[src/rtl/vset_pkg.sv]
package vset_pkg;
  localparam int BYTE_W = 8;
  localparam int CODE_W = BYTE_W - 1;
  localparam int CNT_W  = $clog2(BYTE_W + 1);

  typedef enum logic [2:0] {
    ST_IDLE, ST_ADDR, ST_AACK, ST_WDATA, ST_WACK, ST_RDATA, ST_RACK, ST_SKIP
  } tgt_state_e;

  // Address byte hits when its upper seven bits equal the target address.
  function automatic logic addr_hit(input logic [BYTE_W-1:0] b,
                                    input logic [CODE_W-1:0] tgt);
    return b[BYTE_W-1:1] == tgt;
  endfunction

  // Payload of a data byte: bits 7..1.
  function automatic logic [CODE_W-1:0] payload(input logic [BYTE_W-1:0] b);
    return b[BYTE_W-1:1];
  endfunction
endpackage

[src/rtl/vset_line_filter.sv]
module vset_line_filter #(
  parameter int FILT_CYCLES = 3
) (
  input  logic clk,
  input  logic rst_n,
  input  logic raw,
  output logic filt
);
  localparam int CW = $clog2(FILT_CYCLES + 1);

  logic s1, s2;
  logic [CW-1:0] cnt;

  always_ff @(posedge clk or negedge rst_n) begin
    if (!rst_n) begin
      s1   <= 1'b1;
      s2   <= 1'b1;
      filt <= 1'b1;
      cnt  <= '0;
    end else begin
      s1 <= raw;
      s2 <= s1;
      if (s2 != filt) begin
        if (cnt == CW'(FILT_CYCLES - 1)) begin
          filt <= s2;
          cnt  <= '0;
        end else begin
          cnt <= cnt + 1'b1;
        end
      end else begin
        cnt <= '0;
      end
    end
  end
endmodule

[src/rtl/vset_bus_events.sv]
module vset_bus_events (
  input  logic clk,
  input  logic rst_n,
  input  logic scl_f,
  input  logic sda_f,
  output logic scl_rise,
  output logic scl_fall,
  output logic start_ev,
  output logic stop_ev
);
  logic scl_q, sda_q, start_hi;

  assign scl_rise = scl_f & ~scl_q;
  assign scl_fall = ~scl_f & scl_q;
  assign start_ev = scl_f & scl_q & sda_q & ~sda_f;
  // A STOP inside the same SCL high period as a START is not honoured.
  assign stop_ev  = scl_f & scl_q & ~sda_q & sda_f & ~start_hi;

  always_ff @(posedge clk or negedge rst_n) begin
    if (!rst_n) begin
      scl_q    <= 1'b1;
      sda_q    <= 1'b1;
      start_hi <= 1'b0;
    end else begin
      scl_q <= scl_f;
      sda_q <= sda_f;
      if (start_ev)      start_hi <= 1'b1;
      else if (scl_fall) start_hi <= 1'b0;
    end
  end
endmodule

[src/rtl/vset_target_fsm.sv]
module vset_target_fsm
  import vset_pkg::*;
#(
  parameter logic [CODE_W-1:0] TGT_ADDR  = 7'h4F,
  parameter logic [CODE_W-1:0] INIT_CODE = 7'h40
) (
  input  logic              clk,
  input  logic              rst_n,
  input  logic              sda_f,
  input  logic              scl_rise,
  input  logic              scl_fall,
  input  logic              start_ev,
  input  logic              stop_ev,
  input  logic              st_accept,
  output logic              sda_oe,
  output logic [CODE_W-1:0] live_code,
  output logic              st_req,
  output logic [CODE_W-1:0] st_code,
  output logic              in_skip
);
  tgt_state_e        state;
  logic [CNT_W-1:0]  cnt;
  logic [BYTE_W-1:0] sr;
  logic              rw;
  logic              byte_full;

  assign byte_full = (cnt == CNT_W'(BYTE_W));
  assign st_code   = payload(sr);
  assign st_req    = (state == ST_WDATA) && byte_full && scl_fall && !sr[0];
  assign in_skip   = (state == ST_SKIP);

  always_ff @(posedge clk or negedge rst_n) begin
    if (!rst_n) begin
      state     <= ST_IDLE;
      cnt       <= '0;
      sr        <= '0;
      rw        <= 1'b0;
      sda_oe    <= 1'b0;
      live_code <= INIT_CODE;
    end else if (start_ev) begin
      state  <= ST_ADDR;
      cnt    <= '0;
      sda_oe <= 1'b0;
    end else if (stop_ev) begin
      state  <= ST_IDLE;
      cnt    <= '0;
      sda_oe <= 1'b0;
    end else if (scl_rise) begin
      if ((state == ST_ADDR || state == ST_WDATA) && !byte_full) begin
        sr  <= {sr[BYTE_W-2:0], sda_f};
        cnt <= cnt + 1'b1;
      end
    end else if (scl_fall) begin
      case (state)
        ST_ADDR: if (byte_full) begin
          if (addr_hit(sr, TGT_ADDR)) begin
            state  <= ST_AACK;
            sda_oe <= 1'b1;
            rw     <= sr[0];
          end else begin
            state  <= ST_SKIP;
            sda_oe <= 1'b0;
          end
        end
        ST_AACK: begin
          cnt <= '0;
          if (rw) begin
            sr     <= {live_code, 1'b1};
            sda_oe <= ~live_code[CODE_W-1];
            state  <= ST_RDATA;
          end else begin
            sda_oe <= 1'b0;
            state  <= ST_WDATA;
          end
        end
        ST_WDATA: if (byte_full) begin
          state <= ST_WACK;
          if (sr[0]) begin
            live_code <= payload(sr);
            sda_oe    <= 1'b1;
          end else begin
            sda_oe <= st_accept;
          end
        end
        ST_WACK: begin
          sda_oe <= 1'b0;
          state  <= ST_SKIP;
        end
        ST_RDATA: begin
          if (cnt == CNT_W'(BYTE_W - 1)) begin
            sda_oe <= 1'b0;
            state  <= ST_RACK;
          end else begin
            sr     <= sr << 1;
            sda_oe <= ~sr[BYTE_W-2];
            cnt    <= cnt + 1'b1;
          end
        end
        ST_RACK: state <= ST_SKIP;
        default: ;
      endcase
    end
  end
endmodule

[src/rtl/vset_i2c_target.sv]
module vset_i2c_target
  import vset_pkg::*;
#(
  parameter logic [CODE_W-1:0] TGT_ADDR    = 7'h4F,
  parameter logic [CODE_W-1:0] INIT_CODE   = 7'h40,
  parameter int                FILT_CYCLES = 3
) (
  input  logic              clk,
  input  logic              rst_n,
  input  logic              scl_i,
  input  logic              sda_i,
  output logic              sda_oe,
  output logic [CODE_W-1:0] live_code,
  output logic              st_req,
  output logic [CODE_W-1:0] st_code,
  input  logic              st_accept
);
  localparam int N_LINES = 2;

  logic [N_LINES-1:0] raw_lines, filt_lines;
  logic scl_f, sda_f, scl_rise, scl_fall, start_ev, stop_ev, in_skip;

  assign raw_lines = {sda_i, scl_i};
  assign scl_f     = filt_lines[0];
  assign sda_f     = filt_lines[1];

  for (genvar g = 0; g < N_LINES; g++) begin : g_line
    vset_line_filter #(.FILT_CYCLES(FILT_CYCLES)) u_filt (
      .clk  (clk),
      .rst_n(rst_n),
      .raw  (raw_lines[g]),
      .filt (filt_lines[g])
    );
  end

  vset_bus_events u_events (
    .clk     (clk),
    .rst_n   (rst_n),
    .scl_f   (scl_f),
    .sda_f   (sda_f),
    .scl_rise(scl_rise),
    .scl_fall(scl_fall),
    .start_ev(start_ev),
    .stop_ev (stop_ev)
  );

  vset_target_fsm #(.TGT_ADDR(TGT_ADDR), .INIT_CODE(INIT_CODE)) u_fsm (
    .clk      (clk),
    .rst_n    (rst_n),
    .sda_f    (sda_f),
    .scl_rise (scl_rise),
    .scl_fall (scl_fall),
    .start_ev (start_ev),
    .stop_ev  (stop_ev),
    .st_accept(st_accept),
    .sda_oe   (sda_oe),
    .live_code(live_code),
    .st_req   (st_req),
    .st_code  (st_code),
    .in_skip  (in_skip)
  );
endmodule

[config.mk]
export PLATFORM = sky130hd
export DESIGN_NAME = vset_i2c_target
export DESIGN_NICKNAME = d
export VERILOG_FILES = /design/src/rtl/vset_pkg.sv /design/src/rtl/vset_line_filter.sv /design/src/rtl/vset_bus_events.sv /design/src/rtl/vset_target_fsm.sv /design/src/rtl/vset_i2c_target.sv
export SDC_FILE = /design/constraint.sdc
export NUM_CORES = 1
export LEC_CHECK = 0
export ABC_AREA = 1
export BUFFER_PORTS_ARGS = -buffer_cell sky130_fd_sc_hd__buf_2
export CAP_MARGIN = 20
export CORE_ASPECT_RATIO = 0.6
export CORE_UTILIZATION = 55
export CTS_CLUSTER_DIAMETER = 80
export DETAILED_ROUTE_END_ITERATION = 7
export PLACE_DENSITY = 0.8
export SLEW_MARGIN = 15
export SYNTH_ARGS = -nofsm -noshare
export SYNTH_HDL_FRONTEND = slang
export SYNTH_SLANG_ARGS = --single-unit
[constraint.sdc]
create_clock -name clk -period 2.2 [get_ports clk]
set_clock_uncertainty 0.1 [all_clocks]
set_input_delay 0.33 -clock clk [delete_from_list [all_inputs] [get_ports clk]]
set_output_delay 0.33 -clock clk [all_outputs]
set_load 0.005 [all_outputs]
* Word-level counts from Yosys, hierarchy flattened
Cells that the tools add are included.
** Word-level totals
- Word-level logic and storage cells :: 124
- Register bits after elaboration :: 37
** Cells by class
- Add/subtract/negate cells :: 3
- Equal/unequal tests :: 22
- Bitwise operators :: 18
- Multiplexer cells :: 40
- Reductions and logical operators :: 24
** Operators by type and width (number)
- 2-to-1 mux 8 bit :: 5
- 2-to-1 mux 3 bit :: 9
- 2-to-1 mux 4 bit :: 6
- AND reduction 7 bit :: 3
- one-hot mux 8 bit (2 select lines) :: 1
- one-hot mux 3 bit (5 select lines) :: 1
- nonzero test 7 bit :: 2
- 2-to-1 mux 1 bit :: 12
- != test 4 x 3 -> 1 bit (second input constant) :: 3
- NOT 1 bit :: 10
- equality test 3 bit (second input constant) :: 3
- AND 1 bit :: 8
- 2-to-1 mux 2 bit :: 4
- one-hot mux 4 bit (2 select lines) :: 1
- equality test 7 bit (second input constant) :: 1
- equality test 3 x 2 -> 1 bit (second input constant) :: 2
- AND reduction 6 bit :: 1
- nonzero test 3 bit :: 2
- != test 5 bit (second input constant) :: 1
- one-hot mux 1 bit (5 select lines) :: 1
- AND reduction 5 bit :: 1
- nonzero test 5 bit :: 1
- adder 2 x 1 -> 2 bit (second input constant) :: 2
- adder 4 x 1 -> 4 bit (second input constant) :: 1
- 18 further kinds :: 26

* Logic depth before layout (Yosys ltp)
- Word-level depth :: 8
- Depth in mapped cells :: 10

* Hierarchy
A second synthesis with hierarchy kept.
** Second synthesis, totals
- Cells, all modules :: 284
- Area, all modules :: 2083.2 µm²
** Modules (own cells, without submodules)
- vset_target_fsm :: instances 1, cells an instance 224, area each 1555.2 µm²
- vset_line_filter :: instances 2, cells an instance 21, area each 190.2 µm²
- vset_bus_events :: instances 1, cells an instance 18, area each 147.6 µm²

* Worst setup path after synthesis
No wires, ideal clock.
- Kind :: register to register
- Start :: register u_events.scl_q
- End :: register u_fsm.live_code[5]
- Stages on the path, launching flop included :: 10
- Slack :: 0.509 ns
- Buffers on the path :: 1
- Arrival time :: 1.473 ns
- Cell sequence :: dfstp_2 -> inv_1 -> ha_1 -> inv_2 -> nand2_1 -> nor2_2 -> nand2_2 -> buf_6 -> nand2_1 -> o21ai_2
** On the way
- Word-level cells in the longest chain between the ends :: 6
- Elaborated cells on any way between the ends :: 13
** RTL lines
- start: declaration :: line vset_bus_events.sv:11 : logic scl_q, sda_q, start_hi;
- start signal: assignment :: line vset_bus_events.sv:25 : scl_q <= scl_f;
- AND 1 bit :: line vset_bus_events.sv:15, vset_bus_events.sv:17
- AND 1 bit (3 in a row) :: line vset_bus_events.sv:17 : assign stop_ev = scl_f & scl_q & ~sda_q & sda_f & ~start_hi;
- NOT 1 bit (no source line)
- AND reduction 7 bit (no source line) (*)
- end signal: assignment :: line vset_target_fsm.sv:79 : live_code <= payload(sr);
- end: declaration :: line vset_target_fsm.sv:16 : output logic [CODE_W-1:0] live_code,
Every way passes the cells marked *; elsewhere a longest branch is shown, timed or not.
A chain may end at the register's enable or synchronous reset.

* Final worst setup path
- Start :: register u_fsm.cnt[0]
- End :: output st_req
** On the way
- Word-level cells in the longest chain between the ends :: 4
** RTL lines
- start: declaration :: line vset_target_fsm.sv:22 : logic [CNT_W-1:0] cnt;
- start signal: assignment :: line vset_target_fsm.sv:51 : cnt <= cnt + 1'b1;
- start signal: assignment :: line vset_target_fsm.sv:96 : cnt <= cnt + 1'b1;
- equality test 4 bit :: line vset_target_fsm.sv:27 : assign byte_full = (cnt == CNT_W'(BYTE_W));
- logical AND 1 bit (3 in a row) :: line vset_target_fsm.sv:29 : assign st_req = (state == ST_WDATA) && byte_full && scl_fall && !sr[0];
- end: declaration :: line vset_i2c_target.sv:14 : output logic st_req,
Every way passes these cells.

==> impl_metrics.json <==
{
  "synthDistinctLibCells": 27,
  "drt-total-wl_um": 4390,
  "dpl_cell_area_mm2": 0.00222,
  "core_area_mm2": 0.00370,
  "cts_tree": "yes",
  "synth_async_sr_flop_share": 1.00,
  "hold_violations": 0,
  "ios": 21,
  "drc": 0,
  "path_max_fanout": 6,
  "via_count": 1802,
  "p_per_area_mw_per_mm2": 1250,
  "netlist_top_cells_count": "78 x nand2_1, 33 x nand3_1, 28 x dfrtp_1, 26 x inv_1, 13 x nor2_1",
  "grt_first_pass_wirelength_um": 7230,
  "finalCritPeriodShare": 0.929,
  "antenna_found_initial": 0,
  "vias_per_cell": 5.40,
  "p_leak_nw": 1.18,
  "die_width_um": 82.7,
  "grt_pass1_vias": 1531,
  "required_ns": 1.77,
  "criticalPathCategory": "flop to primary output",
  "postLayoutCoreUtil": 0.632,
  "ys.flop_type": "dfrtp_1",
  "root_buffer": "clkbuf_8",
  "dp.cells": 326,
  "status": "finished clean",
  "die_h_um": 50.4,
  "rsz0062_at_grt": "no",
  "fill_cells": 331,
  "yosysWarningCount": 0,
  "synth_top_area_share": 0.326,
  "ys_ff_latch": 37,
  "gp_congestion": 0.923,
  "reg2reg_from": "u_events.scl_q$_DFF_PN1_",
  "finalSetupTns_ns": 0,
  "synth-edff-count": 0,
  "clk_latency_ns": 0.29,
  "holdCritPathClass": "primary input to asynchronous set/reset pin",
  "cts.htree.levels": 2,
  "setup_slack_ns": 0.156,
  "finalPower_mw": 2.91,
  "maxSlewViolCount": 0,
  "initial_core_util": 0.581,
  "endpoint_kind": "primary output",
  "clk_path_buf_depth": 2,
  "max-cap-violations": 0,
  "nets": 297,
  "peakVddDrop_uv": 711,
  "globalRouteOverflowTotal": 0,
  "final-setup-viol-count": 0,
  "finalCriticalPeriod_ns": 2.04,
  "reg2reg_depth": 8,
  "holdBufCountCts": 0,
  "pre_cts_ws_ns": 0.340,
  "stdcell_count": 334,
  "postCtsSetupRepairBufs": 0,
  "grt_max_degree": 38,
  "clkTransAtPathRegs_ns": 0.08,
  "netlist_instances": 269,
  "die_area_mm2": 0.00417,
  "fmax_mhz": 489,
  "synth.most_common_cell": "nand2_1",
  "post-dp-hpwl_um": 3220,
  "ant_nets": 0,
  "synthTopCellsByArea": "dfrtp_1 33%, nand2_1 14%, dfstp_2 11%",
  "synth.largest_area_cell": "dfrtp_1",
  "synth-seq-area-share": 0.436,
  "grt_use_total": 0.241,
  "cts_buffers": 5,
  "rows": 17,
  "slew_headroom": 0.474,
  "cts.sinks": 37,
  "reg2reg_slack_ns": 0.31,
  "ctsResizeCount": 0,
  "syn_area_mm2": 0.00215,
  "portBuffers": 20,
  "wl_per_cell_um": 13.1,
  "worst_pin_slew_ns": 0.790,
  "arrival_ns": 1.61,
  "syn_avg_cell_area_um2": 7.99,
  "antenna_cells": 0,
  "syn2layout_area_growth_pct": 8.85,
  "first_pass_iters": 4,
  "drtIter0Drc": 112,
  "reg2reg_to": "u_fsm.live_code[1]$_DFFE_PN0P_",
  "hold_slack_ns": 0.0135,
  "syn_nets": 280,
  "cp-start-kind": "flop",
  "stdcell_area_mm2": 0.00234,
  "drive_gt1_frac": 0.240
}
cells by family (layout without fill, tap and decap cells):
kind of cell               count (synthesis)  count (layout)  synth area share
and+or+nand+nor                          154             154             0.350
DFF                                       37              37             0.436
xor gates and xnor gates                   2               2           0.00815
adders and majority gates                  6               6            0.0349
buffers and inverters                     43              61            0.0995
AOI/OAI and AO/OA                         27              27            0.0716
report_power, final:
part / switching, mW / leakage [nW] / total [mW] / internal (mW)
Clock: 0.254 / 0.0543 / 0.593 / 0.339
Sequential: 0.179 / 0.473 / 1.04 / 0.863
Combinational: 0.872 / 0.655 / 1.28 / 0.407
worst max path at each step:
stage	from	end	slack [ns]
4_1_cts	u_fsm.cnt[0]$_DFFE_PN0P_	st_req	0.15
3_3_place_gp	g_line[0].u_filt.filt$_DFFE_PN1P_	u_fsm.live_code[2]$_DFFE_PN0P_	0.37
6_report	u_fsm.cnt[0]$_DFFE_PN0P_	st_req	0.16
3_5_place_dp	g_line[0].u_filt.filt$_DFFE_PN1P_	u_fsm.live_code[0]$_DFFE_PN0P_	0.34
5_1_grt	u_fsm.cnt[0]$_DFFE_PN0P_	st_req	0.08
2_1_floorplan	u_events.scl_q$_DFF_PN1_	u_fsm.live_code[5]$_DFFE_PN0P_	0.51
registers in the layout (all words and copies together), names as in the netlist, 2 cells and up:
signal / count
u_fsm.cnt: 4
g_line.u_filt.s1: 2
u_fsm.sr: 8
g_line.u_filt.cnt: 4
u_fsm.state: 3
u_fsm.live_code: 7
g_line.u_filt.filt: 2
g_line.u_filt.s2: 2
worst max-delay path, stage by stage, from the launching register on:
cell     delay [ns]
dfrtp_1        0.45
inv_1          0.09
ha_1           0.15
nand3_1        0.17
inv_1          0.11
nand2_2        0.07
nor2_1         0.13
buf_2          0.13
cell usage in the layout, fill, tap and decap left out, drive strengths merged:
cell type | Yosys | routed
nor3 | 7 | 7
or2 | 2 | 2
clkinv | 0 | 1
xnor2 | 2 | 2
nor2 | 22 | 22
clkinvlp | 0 | 1
o21ai | 22 | 22
buf | 11 | 21
nand4 | 4 | 4
dfrtp | 28 | 28
ha | 6 | 6
clkbuf | 0 | 5
nand3 | 35 | 35
inv | 32 | 32
dfstp | 9 | 9
nand2 | 84 | 84
a21oi | 5 | 5
bufinv | 0 | 1
per-layer routing:
metal / up-vias / part of all wire / track usage
li1: 892 / - / -
met1: 852 / 0.52 / 0.368
met2: 48 / 0.40 / 0.318
met3: 10 / 0.064 / 0.0673
met4: 0 / 0.016 / 0.0862
met5: - / 0 / 0
layout make-up:
type	instances	area (um2)	area share
Inverter	32	123	0.0524
Timing Repair Buffer	21	108	0.0460
Clock buffer	5	68.8	0.0294
Sequential cell	37	937	0.401
Tap cell	47	58.8	0.0251
Multi-Input combinational cell	189	998	0.427
Clock inverter	3	46.3	0.0198
Note: power is estimated with default switching activity, not from simulation.
